--- src/rtl/sync_mode_pkg.sv ---
package sync_mode_pkg;

  typedef enum logic [1:0] {
    ST_HOLD = 2'b00,
    ST_TIE  = 2'b01,
    ST_NORM = 2'b10
  } modeState_e;

  // Strobes from the sequencer to the command datapath, valid for the
  // transition taken at the coming edge.
  typedef struct packed {
    logic alignGo;   // direct Holdover -> Normal jump
    logic tieGo;     // next state is TIE Correction
    logic normNext;  // next state is Normal
  } modeStrobe_t;

endpackage

--- src/rtl/sync_mode_fsm.sv ---
module sync_mode_fsm
  import sync_mode_pkg::*;
(
  input  logic        clk,
  input  logic        rstN,
  input  logic        normalReq,
  input  logic        refDisrupted,
  input  logic        hitlessSel,
  input  logic        refChange,
  output modeState_e  curState,
  output modeStrobe_t strobe
);

  modeState_e stateQ, stateD;
  logic       pendTieQ, pendTieD;
  logic       refUsable;

  assign refUsable = normalReq && !refDisrupted;

  always_comb begin
    stateD          = stateQ;
    pendTieD        = pendTieQ;
    strobe          = '0;
    if (refChange) pendTieD = 1'b1;
    unique case (stateQ)
      ST_HOLD: begin
        // a reference change outranks a clear in the same cycle
        if (!refChange && refUsable) begin
          if (hitlessSel || pendTieQ) begin
            stateD = ST_TIE;
          end else begin
            stateD        = ST_NORM;
            strobe.alignGo = 1'b1;
          end
        end
      end
      ST_TIE: begin
        if (refChange || !refUsable) begin
          stateD = ST_HOLD;
        end else begin
          stateD   = ST_NORM;
          pendTieD = 1'b0;
        end
      end
      ST_NORM: begin
        if (refChange || !refUsable) stateD = ST_HOLD;
      end
      default: stateD = ST_HOLD;
    endcase
    strobe.tieGo    = (stateD == ST_TIE);
    strobe.normNext = (stateD == ST_NORM);
  end

  always_ff @(posedge clk) begin
    if (!rstN) begin
      stateQ   <= ST_HOLD;
      pendTieQ <= 1'b0;
    end else begin
      stateQ   <= stateD;
      pendTieQ <= pendTieD;
    end
  end

  assign curState = stateQ;

  // TIE Correction never lasts more than one cycle
  a_r4_tie_single: assert property (@(posedge clk) disable iff (!rstN)
    stateQ == ST_TIE |=> stateQ != ST_TIE);

  // a reference change always lands in Holdover
  a_r6_change_to_hold: assert property (@(posedge clk) disable iff (!rstN)
    refChange |=> stateQ == ST_HOLD);

  // disruption keeps Holdover
  a_r2_hold_disrupted: assert property (@(posedge clk) disable iff (!rstN)
    (stateQ == ST_HOLD && refDisrupted) |=> stateQ == ST_HOLD);

  // unused code never appears
  a_r10_legal_code: assert property (@(posedge clk) disable iff (!rstN)
    stateQ != 2'b11);

endmodule

--- src/rtl/sync_mode_cmd.sv ---
module sync_mode_cmd
  import sync_mode_pkg::*;
#(
  parameter int SLOW_ACQ_CYC = 48,
  parameter int FAST_ACQ_CYC = 12
) (
  input  logic        clk,
  input  logic        rstN,
  input  logic        fastLock,
  input  modeStrobe_t strobe,
  output logic        freezeStore,
  output logic        alignCmd,
  output logic        preserveCmd,
  output logic        lockAcquired
);

  localparam int CW = $clog2(SLOW_ACQ_CYC + 1);
  localparam logic [CW-1:0] SLOW_LIM = CW'(SLOW_ACQ_CYC);
  localparam logic [CW-1:0] FAST_LIM = CW'(FAST_ACQ_CYC);

  logic [CW-1:0] acqCnt;

  always_ff @(posedge clk) begin
    if (!rstN) begin
      freezeStore <= 1'b1;
      alignCmd    <= 1'b0;
      preserveCmd <= 1'b0;
      acqCnt      <= '0;
    end else begin
      freezeStore <= !strobe.normNext;
      alignCmd    <= strobe.alignGo;
      preserveCmd <= strobe.tieGo;
      if (!strobe.normNext)       acqCnt <= '0;
      else if (acqCnt != SLOW_LIM) acqCnt <= acqCnt + 1'b1;
    end
  end

  assign lockAcquired = acqCnt >= (fastLock ? FAST_LIM : SLOW_LIM);

  // the align command is a single-cycle pulse
  a_r3_align_pulse: assert property (@(posedge clk) disable iff (!rstN)
    alignCmd |=> !alignCmd);

  // leaving Normal drops the lock indication at once
  a_r9_unlock_on_leave: assert property (@(posedge clk) disable iff (!rstN)
    $rose(freezeStore) |-> !lockAcquired);

  // no command is issued while the store is frozen and aligning
  a_r8_align_unfrozen: assert property (@(posedge clk) disable iff (!rstN)
    alignCmd |-> !freezeStore && !preserveCmd);

endmodule

--- src/rtl/sync_mode_ctrl.sv ---
module sync_mode_ctrl
  import sync_mode_pkg::*;
#(
  parameter int SLOW_ACQ_CYC = 48,
  parameter int FAST_ACQ_CYC = 12
) (
  input  logic       clk,
  input  logic       rstN,
  input  logic       normalReq,
  input  logic       refDisrupted,
  input  logic       hitlessSel,
  input  logic       refChange,
  input  logic       fastLock,
  output logic [1:0] modeState,
  output logic       freezeStore,
  output logic       alignCmd,
  output logic       preserveCmd,
  output logic       lockAcquired
);

  modeState_e  curState;
  modeStrobe_t strobe;

  sync_mode_fsm fsm_i (
    .clk          (clk),
    .rstN         (rstN),
    .normalReq    (normalReq),
    .refDisrupted (refDisrupted),
    .hitlessSel   (hitlessSel),
    .refChange    (refChange),
    .curState     (curState),
    .strobe       (strobe)
  );

  sync_mode_cmd #(
    .SLOW_ACQ_CYC (SLOW_ACQ_CYC),
    .FAST_ACQ_CYC (FAST_ACQ_CYC)
  ) cmd_i (
    .clk          (clk),
    .rstN         (rstN),
    .fastLock     (fastLock),
    .strobe       (strobe),
    .freezeStore  (freezeStore),
    .alignCmd     (alignCmd),
    .preserveCmd  (preserveCmd),
    .lockAcquired (lockAcquired)
  );

  assign modeState = curState;

  // freeze follows the exported state
  a_r8_freeze_state: assert property (@(posedge clk) disable iff (!rstN)
    freezeStore == (modeState != 2'b10));

endmodule

--- config.mk ---
export PLATFORM = sky130hd
export DESIGN_NAME = sync_mode_ctrl
export DESIGN_NICKNAME = d
export VERILOG_FILES = /design/src/rtl/sync_mode_pkg.sv /design/src/rtl/sync_mode_fsm.sv /design/src/rtl/sync_mode_cmd.sv /design/src/rtl/sync_mode_ctrl.sv
export SDC_FILE = /design/constraint.sdc
export NUM_CORES = 1
export LEC_CHECK = 0
export BUFFER_PORTS_ARGS = -buffer_cell sky130_fd_sc_hd__buf_2
export CORE_ASPECT_RATIO = 1.75
export CORE_MARGIN = 5
export CORE_UTILIZATION = 25
export CTS_CLUSTER_DIAMETER = 60
export DETAILED_ROUTE_END_ITERATION = 16
export PLACE_DENSITY_LB_ADDON = 0.08
export SYNTH_ARGS = -nofsm -noshare
export SYNTH_HDL_FRONTEND = slang
export SYNTH_SLANG_ARGS = --single-unit
--- constraint.sdc ---
create_clock -name clk -period 1.9 [get_ports clk]
set_clock_uncertainty 0.05 [all_clocks]
set_input_delay 0.095 -clock clk [delete_from_list [all_inputs] [get_ports clk]]
set_output_delay 0.095 -clock clk [all_outputs]
set_load 0.01 [all_outputs]
==> flow_summary.toml, run 1 <==
[pwr]
p_per_area_mw_per_mm2 = 689.4
total_power_mw = 0.5176
irDropWorstVdd_uv = 271.5
comb_power_share_pct = 6.1
power_frac_seq_pct = 50.0
p_leak_nw = 0.3108
internal-power_mw = 0.4113
clkPwrFrac_pct = 44.0
p_sw_share_pct = 20.54
switching_power_mw = 0.1063

[critical_path]
crit_path_end_kind = "primary output"
start_kind = "flop"
worst-r2r-setup-slack_ns = 0.53
r2r-end = "cmd_i.acqCnt[1]$_SDFFE_PN0P_"
worst_ep_required_time_ns = 1.75
rr_worst_depth = 5
crit_arrival_ns = 1.57
cp_max_fo = 5
crit_type = "reg -> out"
reg2reg_from = "cmd_i.acqCnt[0]$_SDFFE_PN0P_"

[logic_synthesis]
syn-num-nets = 75
synth-seq-cells = 12
ys_warn_count = 0
ys_seq_area_share_pct = 39.26
avgSynthCellArea_um2 = 9.868
synthesis.instances = 62
synth.distinct_cells = 23
syn_area_um2 = 611.8

[drt]
wl_um = 1241
drt_iter0_drc = 3
dr.pass1.iters = 2
antenna_left = 0
via_count = 474
vias_per_cell = 4.602
drc = 0
wire_per_inst_um = 12.05

[grt]
antenna_found_initial = 0
grt_usage_pct = 8.464
overflow = 0
grt_pass1_vias = 472
grt_max_degree = 9
grt_pass1_wl_um = 2021

[layout]
nets = 93
syn_to_final_growth_pct = 22.70
diodes = 0
utilization_pct = 32.21
drive_gt1_share_pct = 29.49

[sta]
hold_viol_final = 0
timing.final.crit_share_pct = 90.48
worst_slew_pin_slew_ns = 0.3342
finalSetupViolations = 0
tns_ns = 0
rsz0062_at_grt = "no"
fin_crit_ns = 1.719
clock.fmax_mhz = 581.7
fin_hold_ws_ns = 0.03311
slew_headroom_pct = 77.64
drv_slew = 0

[placed_design]
hpwl_um = 981.3
place.port_buffers = 12
gp_congestion = 0.7142

[die]
die_w_um = 47.40
die_y_um = 75.45
core_mm2 = 0.002331
row_count = 23
start_util_pct = 26.25
die-area_mm2 = 0.003576
pin_count = 13

[min_path]
holdPathEnd = "fsm_i.pendTieQ$_SDFF_PN0_"
hold_depth = 2
worstHoldStart = "rstN"
hp-class = "in -> reg"

[cts]
cts_tree = "built"
cts_hold_buf = 1
htreeDepth = 1
root_buffer = "clkbuf_8"
clock_latency_ns = 0.24
clkTransAtPathRegs_ns = 0.05
clk_path_buf_depth = 2
post-cts-setup-buffers = 0
cts_made_buffers = 3
cts-resized-gates = 0
cts_num_sinks = 12

[run_status]
status = "finished, final reports clean"

[job]
cap_violations = 0
==> worst max-delay path, stage by stage (launching register included) <==
cell and delay, ns:
dfxtp_1 0.43, inv_1 0.08, ha_1 0.25, a21bo_2 0.22, a21oi_1 0.12, o21ai_0 0.09
buf_2 0.14
==> placed cells by master (no fill, tap or decap), types with 2 or more instances in the layout <==
cell      count
clkbuf_8      3
o21ai_0       3
xor2_1        2
dfxtp_1      12
nor2_1        6
a21oi_1       4
nor3_1        5
or3_1         2
ha_1          6
buf_2        12
nand2_1       4
inv_1         5
==> per-layer routing <==
| metal | vias to the layer above | GRT usage, % | part of all wire (%) |
|---|---|---|---|
| li1 | 247 | - | - |
| met1 | 209 | 7.759 | 38 |
| met2 | 14 | 14.48 | 51 |
| met3 | 4 | 2.837 | 8.1 |
| met4 | 0 | 6.462 | 2.3 |
| met5 | - | 0 | 0 |
==> state kept, by name (all words and copies together), names as in the netlist <==
name               cells
fsm_i.pendTieQ         1
cmd_i.acqCnt           6
cmd_i.preserveCmd      1
cmd_i.freezeStore      1
cmd_i.alignCmd         1
fsm_i.curState         2
==> cell families (layout without fill, tap and decap cells) <==
logic type | count (synthesis) | in the layout | synth area share (%)
buf+inv | 6 | 22 | 4.908
flops | 12 | 12 | 39.26
fa+ha+maj | 6 | 6 | 12.27
simple gates | 24 | 24 | 25.77
compound gates | 11 | 11 | 13.50
xor+xnor | 3 | 3 | 4.295
==> synth_stat cells <==
cell | instances | area share (%)
or2_2 | 1 | 1.0
nand3_1 | 1 | 0.82
nor3_1 | 5 | 4.1
and4bb_2 | 1 | 2.0
xnor2_1 | 1 | 1.4
nor2b_1 | 1 | 1.0
inv_1 | 5 | 3.1
nand4b_4 | 1 | 3.9
a21bo_2 | 1 | 1.6
nand3_4 | 1 | 2.9
nor2_1 | 6 | 3.7
dfxtp_1 | 12 | 39
a21oi_2 | 1 | 1.4
nand4bb_1 | 1 | 1.8
nand2_1 | 4 | 2.5
xor2_1 | 2 | 2.9
ha_1 | 6 | 12
o211ai_4 | 1 | 3.5
o21ai_0 | 3 | 2.5
a21oi_1 | 4 | 3.3
buf_6 | 1 | 1.8
or3_1 | 2 | 2.0
o21a_1 | 1 | 1.2
==> worst max path at each step <==
stage                                      start            to  cells past startpoint
floorplan           cmd_i.acqCnt[0]$_SDFFE_PN0P_  lockAcquired                      5
global placement    cmd_i.acqCnt[0]$_SDFFE_PN0P_  lockAcquired                      6
detailed placement  cmd_i.acqCnt[0]$_SDFFE_PN0P_  lockAcquired                      6
CTS                 cmd_i.acqCnt[0]$_SDFFE_PN0P_  lockAcquired                      6
global route        cmd_i.acqCnt[0]$_SDFFE_PN0P_  lockAcquired                      6
finish              cmd_i.acqCnt[0]$_SDFFE_PN0P_  lockAcquired                      6
==> through the flow <==
step	cells	cell area, um2	worst slack [ns]
floorplan	62	611.8	0.5778
global placement	99	699.4	0.4350
detailed placement	99	699.4	0.4255
CTS	103	750.7	0.1511
global route	103	750.7	0.02308
finish	103	750.7	0.1809
==> power groups by stage <==
stage / Clock, mW / Combinational (mW) / Sequential [mW]
final: 0.228 / 0.0313 / 0.259
after global placement: 0 / 0.0302 / 0.264
after global routing: 0.248 / 0.0363 / 0.259
after floorplan: 0 / 0.0161 / 0.264
after detailed placement: 0 / 0.0305 / 0.264
after CTS: 0.236 / 0.0323 / 0.258
==> area by class of cell <==
type	count	area, um2
fillers	246	1580
inverters	5	18.77
clock buffers	3	41.29
multi-input cells	44	341.6
well taps	25	31.28
repair buffers	14	77.57
flip-flops and latches	12	240.2
No activity file was read; power rests on OpenSTA's default activity.
==> run 2: changes to the inputs <==
Settings changed: CORE_ASPECT_RATIO 1.75 to 0.8.
==> flow_summary.toml, run 2 (same netlist as run 1, synthesis figures left out) <==
[layout]
diodes = 0
utilization_pct = 31.30
drive_gt1_share_pct = 30.38
seq_area_um2 = 241.5
fin_cells = 106
layout_commonest_cell = "buf_2"
syn_to_final_growth_pct = 22.90
multi_input_area_um2 = 341.6
regMostFlops = "cmd_i.acqCnt"
largest_reg_flops = 6
final_cell_mix = "buf_2 (12), dfxtp_1 (11), nor2_1 (6), ha_1 (6)"
nets = 93
nFillCells = 264

[drt]
dr.pass1.iters = 4
vias_per_cell = 4.142
wire_per_inst_um = 10.02
via_count = 439
drt_iter0_drc = 27
wl_um = 1062
drc = 0
antenna_left = 0

[placed_design]
hpwl_um = 846.4
place.port_buffers = 12
gp_congestion = 0.6510
dp_worst_setup_slack_ns = 0.3288
dp_cells = 100

[sta]
drv_slew = 0
hold_viol_final = 0
finalSetupViolations = 0
slew_headroom_pct = 79.34
rsz0062_at_grt = "no"
fin_crit_ns = 1.754
timing.final.crit_share_pct = 92.33
worst_slew_pin_slew_ns = 0.3087
tns_ns = 0
clock.fmax_mhz = 570.0
fin_ws_ns = 0.1457

[cts]
cts_made_buffers = 3
cts_tree = "built"
post-cts-setup-buffers = 0
htreeDepth = 1
clock_latency_ns = 0.26
cts_num_sinks = 12
clkTransAtPathRegs_ns = 0.07
root_buffer = "clkbuf_4"
clk_path_buf_depth = 2

[die]
core_mm2 = 0.002402
die_y_um = 54.25
start_util_pct = 25.47
pin_count = 13
die_w_um = 65.31
die-area_mm2 = 0.003543
row_count = 16

[pwr]
clkPwrFrac_pct = 40.1
comb_power_share_pct = 6.7
switching_power_mw = 0.09618
irDropWorstVdd_uv = 312.8
internal-power_mw = 0.3887
p_sw_share_pct = 19.84
p_leak_nw = 0.3094
power_frac_seq_pct = 53.2
p_per_area_mw_per_mm2 = 644.8

[critical_path]
r2r-end = "cmd_i.acqCnt[1]$_SDFFE_PN0P_"
rr_worst_depth = 5
crit_start = "cmd_i.acqCnt[0]$_SDFFE_PN0P_"
reg2reg_from = "cmd_i.acqCnt[0]$_SDFFE_PN0P_"
worst_ep_required_time_ns = 1.75
cp_max_fo = 5
crit_type = "reg -> out"
crit_arrival_ns = 1.61
worst-r2r-setup-slack_ns = 0.51
start_kind = "flop"
crit_path_end_kind = "primary output"
critPathCapture = "lockAcquired"

[run_status]
status = "finished, final reports clean"

[grt]
overflow = 0
grt_max_degree = 10
antenna_found_initial = 0
grt_usage_pct = 6.978
grt_pass1_vias = 395
grt_pass1_wl_um = 1773

[job]
cap_violations = 0

[min_path]
hold_depth = 3
worstHoldStart = "refChange"
hp-class = "in -> reg"
==> run 2: cell count changes in the layout (fill, tap and decap cells not counted) <==
cell	before	now
buf_4	1	0
dlygate4sd3_1	1	2
clkbuf_8	3	1
clkbuf_4	0	3
dfxtp_2	0	1
dfxtp_1	12	11
==> run 2: worst min path at each step <==
stage,end,slack [ns]
finish,fsm_i.pendTieQ$_SDFF_PN0_,0.01
global route,fsm_i.pendTieQ$_SDFF_PN0_,0.05
CTS,fsm_i.pendTieQ$_SDFF_PN0_,0.008
detailed placement,cmd_i.alignCmd$_SDFF_PN0_,0.23
global placement,cmd_i.alignCmd$_SDFF_PN0_,0.23
floorplan,cmd_i.alignCmd$_SDFF_PN0_,0.12
==> run 2: layer usage <==
| metal | up-vias | track usage, % | share of wire (%) |
|---|---|---|---|
| met4 | 0 | 2.069 | 0.75 |
| met2 | 7 | 8.067 | 36 |
| met3 | 2 | 4.928 | 6.8 |
| met1 | 183 | 9.705 | 56 |
| li1 | 247 | - | - |
| met5 | - | 0 | 0 |
==> run 2: stage by stage <==
stage          instance area, um2  hold slack, ns  power (mW)
2_1_floorplan               611.8          0.1218      0.2804
3_3_place_gp                694.4          0.2324      0.2937
3_5_place_dp                694.4          0.2272      0.2937
4_1_cts                     750.7        0.007854      0.4934
5_1_grt                     752.0         0.04698      0.5138
6_report                    752.0         0.01426      0.4848
==> run 2: final cells by class <==
cell class	instances	share of cell area, %
clock buffers	4	4.825
inverters	5	2.496
multi-input cells	44	45.42
flip-flops and latches	12	32.11
well taps	27	4.493
repair buffers	14	10.65
==> run 2: what timing repair did <==
item	4_1_cts	5_1_grt
endpoints found under the setup margin	0	1
hold buffers	2	0
endpoints found under the hold margin	2	0
resized for setup	0	1
==> run 2: critical path, cell delays in order (launching register included) <==
cell and delay (ns):
dfxtp_1 0.44, inv_1 0.07, ha_1 0.25, a21bo_2 0.22, a21oi_1 0.13, o21ai_0 0.09
buf_2 0.14
==> run 2: power groups by stage <==
| stage | clock network [mW] | logic [mW] | registers, mW |
|---|---|---|---|
| after floorplan | 0 | 0.0161 | 0.264 |
| after global placement | 0 | 0.0298 | 0.264 |
| after detailed placement | 0 | 0.0299 | 0.264 |
| after CTS | 0.202 | 0.0331 | 0.258 |
| after global routing | 0.219 | 0.0368 | 0.258 |
| final | 0.195 | 0.0325 | 0.258 |
==> run 3: changes to the inputs <==
Settings changed: CTS_BUF_LIST set to sky130_fd_sc_hd__clkbuf_8, SYNTH_HIERARCHICAL set to 1.
Clock period 1.9 ns to 1.6 ns, I/O delays scaled along.
==> flow_summary.toml, run 3 <==
[drt]
drc = 0
via_count = 514
vias_per_cell = 4.213
drt_iter0_drc = 16
dr.pass1.iters = 3
wl_um = 1287
antenna_left = 0
wire_per_inst_um = 10.55

[critical_path]
start_kind = "flop"
cp_max_fo = 3
crit_start = "cmd_i/acqCnt[0]$_SDFFE_PN0P_"
crit_type = "reg -> out"
worst-r2r-setup-slack_ns = 0.13
worst_ep_required_time_ns = 1.47
crit_arrival_ns = 1.40
rr_worst_depth = 5
crit_path_end_kind = "primary output"
reg2reg_from = "fsm_i/pendTieQ$_SDFF_PN0_"
r2r-end = "cmd_i/acqCnt[0]$_SDFFE_PN0P_"

[sta]
rsz0062_at_grt = "no"
slew_headroom_pct = 84.55
tns_ns = 0
worst_slew_pin_slew_ns = 0.2314
fin_crit_ns = 1.527
fin_hold_ws_ns = 0.07470
drv_slew = 0
hold_viol_final = 0
timing.final.crit_share_pct = 95.47
finalSetupViolations = 0
clock.fmax_mhz = 654.7

[layout]
diodes = 0
final_cell_mix = "buf_2 (12), dfxtp_1 (10), inv_1 (6), buf_4 (6)"
syn_to_final_growth_pct = 31.89
largest_reg_flops = 6
drive_gt1_share_pct = 37.21
fin_cells = 122
nets = 100
regMostFlops = "cmd_i/acqCnt"
layout_commonest_cell = "buf_2"

[cts]
clock_latency_ns = 0.24
cts_tree = "built"
post-cts-setup-buffers = 0
root_buffer = "clkbuf_8"
htreeDepth = 1
clk_path_buf_depth = 2
cts_made_buffers = 3
cts_num_sinks = 12
cts_hold_buf = 0
clkTransAtPathRegs_ns = 0.05

[grt]
grt_pass1_vias = 438
overflow = 0
grt_pass1_wl_um = 2090
antenna_found_initial = 0
grt_max_degree = 8
grt_usage_pct = 7.904

[placed_design]
gp_congestion = 0.7423
dp_cells = 118
place.port_buffers = 12
hpwl_um = 1010

[logic_synthesis]
ys_warn_count = 6
syn-num-nets = 78
ys_seq_area_share_pct = 37.80
synthTopCellsByCount = "dfxtp_1 (12), ha_1 (6), inv_1 (6)"
async_flop_share_pct = 0
avgSynthCellArea_um2 = 9.779
yosysMostFrequentCell = "dfxtp_1"
ys.flop_type = "dfxtp_1"
yosysTopAreaCell = "dfxtp_1"
synth-seq-cells = 12
synth.distinct_cells = 27
synth_area_leaders = "dfxtp_1 (38%), ha_1 (12%), and2_1 (4.9%)"
syn_area_um2 = 635.6
synthesis.instances = 65
netlist.area_leader.share_pct = 37.80
synth-edff-count = 0

[run_status]
status = "finished, final reports clean"

[min_path]
hp-class = "in -> reg"
hold_depth = 2
worstHoldStart = "rstN"
holdPathEnd = "cmd_i/alignCmd$_SDFF_PN0_"

[die]
core_mm2 = 0.002442
row_count = 16
pin_count = 13
die_w_um = 66.38
die_y_um = 55.10
start_util_pct = 26.02
die-area_mm2 = 0.003657

[job]
cap_violations = 0

[pwr]
p_per_area_mw_per_mm2 = 812.4
p_leak_nw = 0.3376
irDropWorstVdd_uv = 501.0
## run 3: changes by cell type in the layout (fill, tap and decap cells not counted), sizes merged, moves of 2 or more
cell,previous run,this run
nor2,6,3
and2,0,5
nor3,5,2
buf,12,18
nor4,0,2
dlygate4sd3,2,0
## run 3: what timing repair did
action                                 4_1_cts  5_1_grt
cloned                                       0        0
setup endpoints to repair                    1        1
pin swaps                                    0        1
gates resized for setup                      2        3
endpoints found under the hold margin        0        0
## run 3: worst max-delay path: stages, from the launching register on
cell and delay [ns]:
dfxtp_2 0.34, inv_1 0.07, ha_2 0.20, a21bo_2 0.22
a21oi_2 0.12, o21ai_1 0.07, buf_2 0.14
## run 3: cells by family (layout without fill, tap and decap cells)
| family | after synthesis | in the layout | share of synthesized area [%] |
|---|---|---|---|
| AND/OR/NAND/NOR | 26 | 26 | 26.58 |
| flip-flops | 12 | 12 | 37.80 |
| AO/OA/AOI/OAI | 11 | 11 | 14.37 |
| buffers and inverters | 7 | 28 | 5.315 |
| adder cells (fa/ha/maj) | 6 | 6 | 11.81 |
| XOR/XNOR | 3 | 3 | 4.135 |
## run 3: how the worst max path moves through the flow
stage	endpoint	slack, ns	cells after the start
3_5_place_dp	cmd_i/acqCnt[0]$_SDFFE_PN0P_	0.19	5
6_report	lockAcquired	0.07	6
5_1_grt	lockAcquired	0.01	6
3_3_place_gp	cmd_i/acqCnt[1]$_SDFFE_PN0P_	0.13	5
4_1_cts	lockAcquired	0.009	6
2_1_floorplan	cmd_i/acqCnt[2]$_SDFFE_PN0P_	0.25	5
## run 3: per-layer routing
layer,global-route usage [%],vias up,wire length (um)
met4,2.027,0,13
met3,4.242,2,69
met5,0,-,0
met2,9.885,6,524
li1,-,274,-
met1,11.35,232,680
## run 3: layout make-up
cell class                      count  area [um2]
Tap cell                           36       45.04
Inverter                            6       22.52
Multi-Input combinational cell     46       367.9
Fill cell                         270        1604
Sequential cell                    12       242.7
Timing Repair Buffer               18       105.1
Clock buffer                        4       55.05
## run 3: report_power, final
| part | internal, mW | total (mW) | switching, mW |
|---|---|---|---|
| sequential | 0.304 | 0.307 | 0.00343 |
| combinational | 0.0247 | 0.0493 | 0.0246 |
| clock | 0.217 | 0.325 | 0.108 |
| total | 0.545 | 0.681 | 0.136 |
## run 3: metrics by stage
stage          instance area, um2  setup WS, ns  utilization (%)  total power, mW
2_1_floorplan               635.6        0.2540                -           0.3403
3_3_place_gp                774.5        0.1329            31.71           0.3616
3_5_place_dp                774.5        0.1917            31.71           0.3616
4_1_cts                     832.0      0.009220            34.07           0.6928
5_1_grt                     838.3       0.01047            34.32           0.7177
6_report                    838.3       0.07251            34.32           0.6811
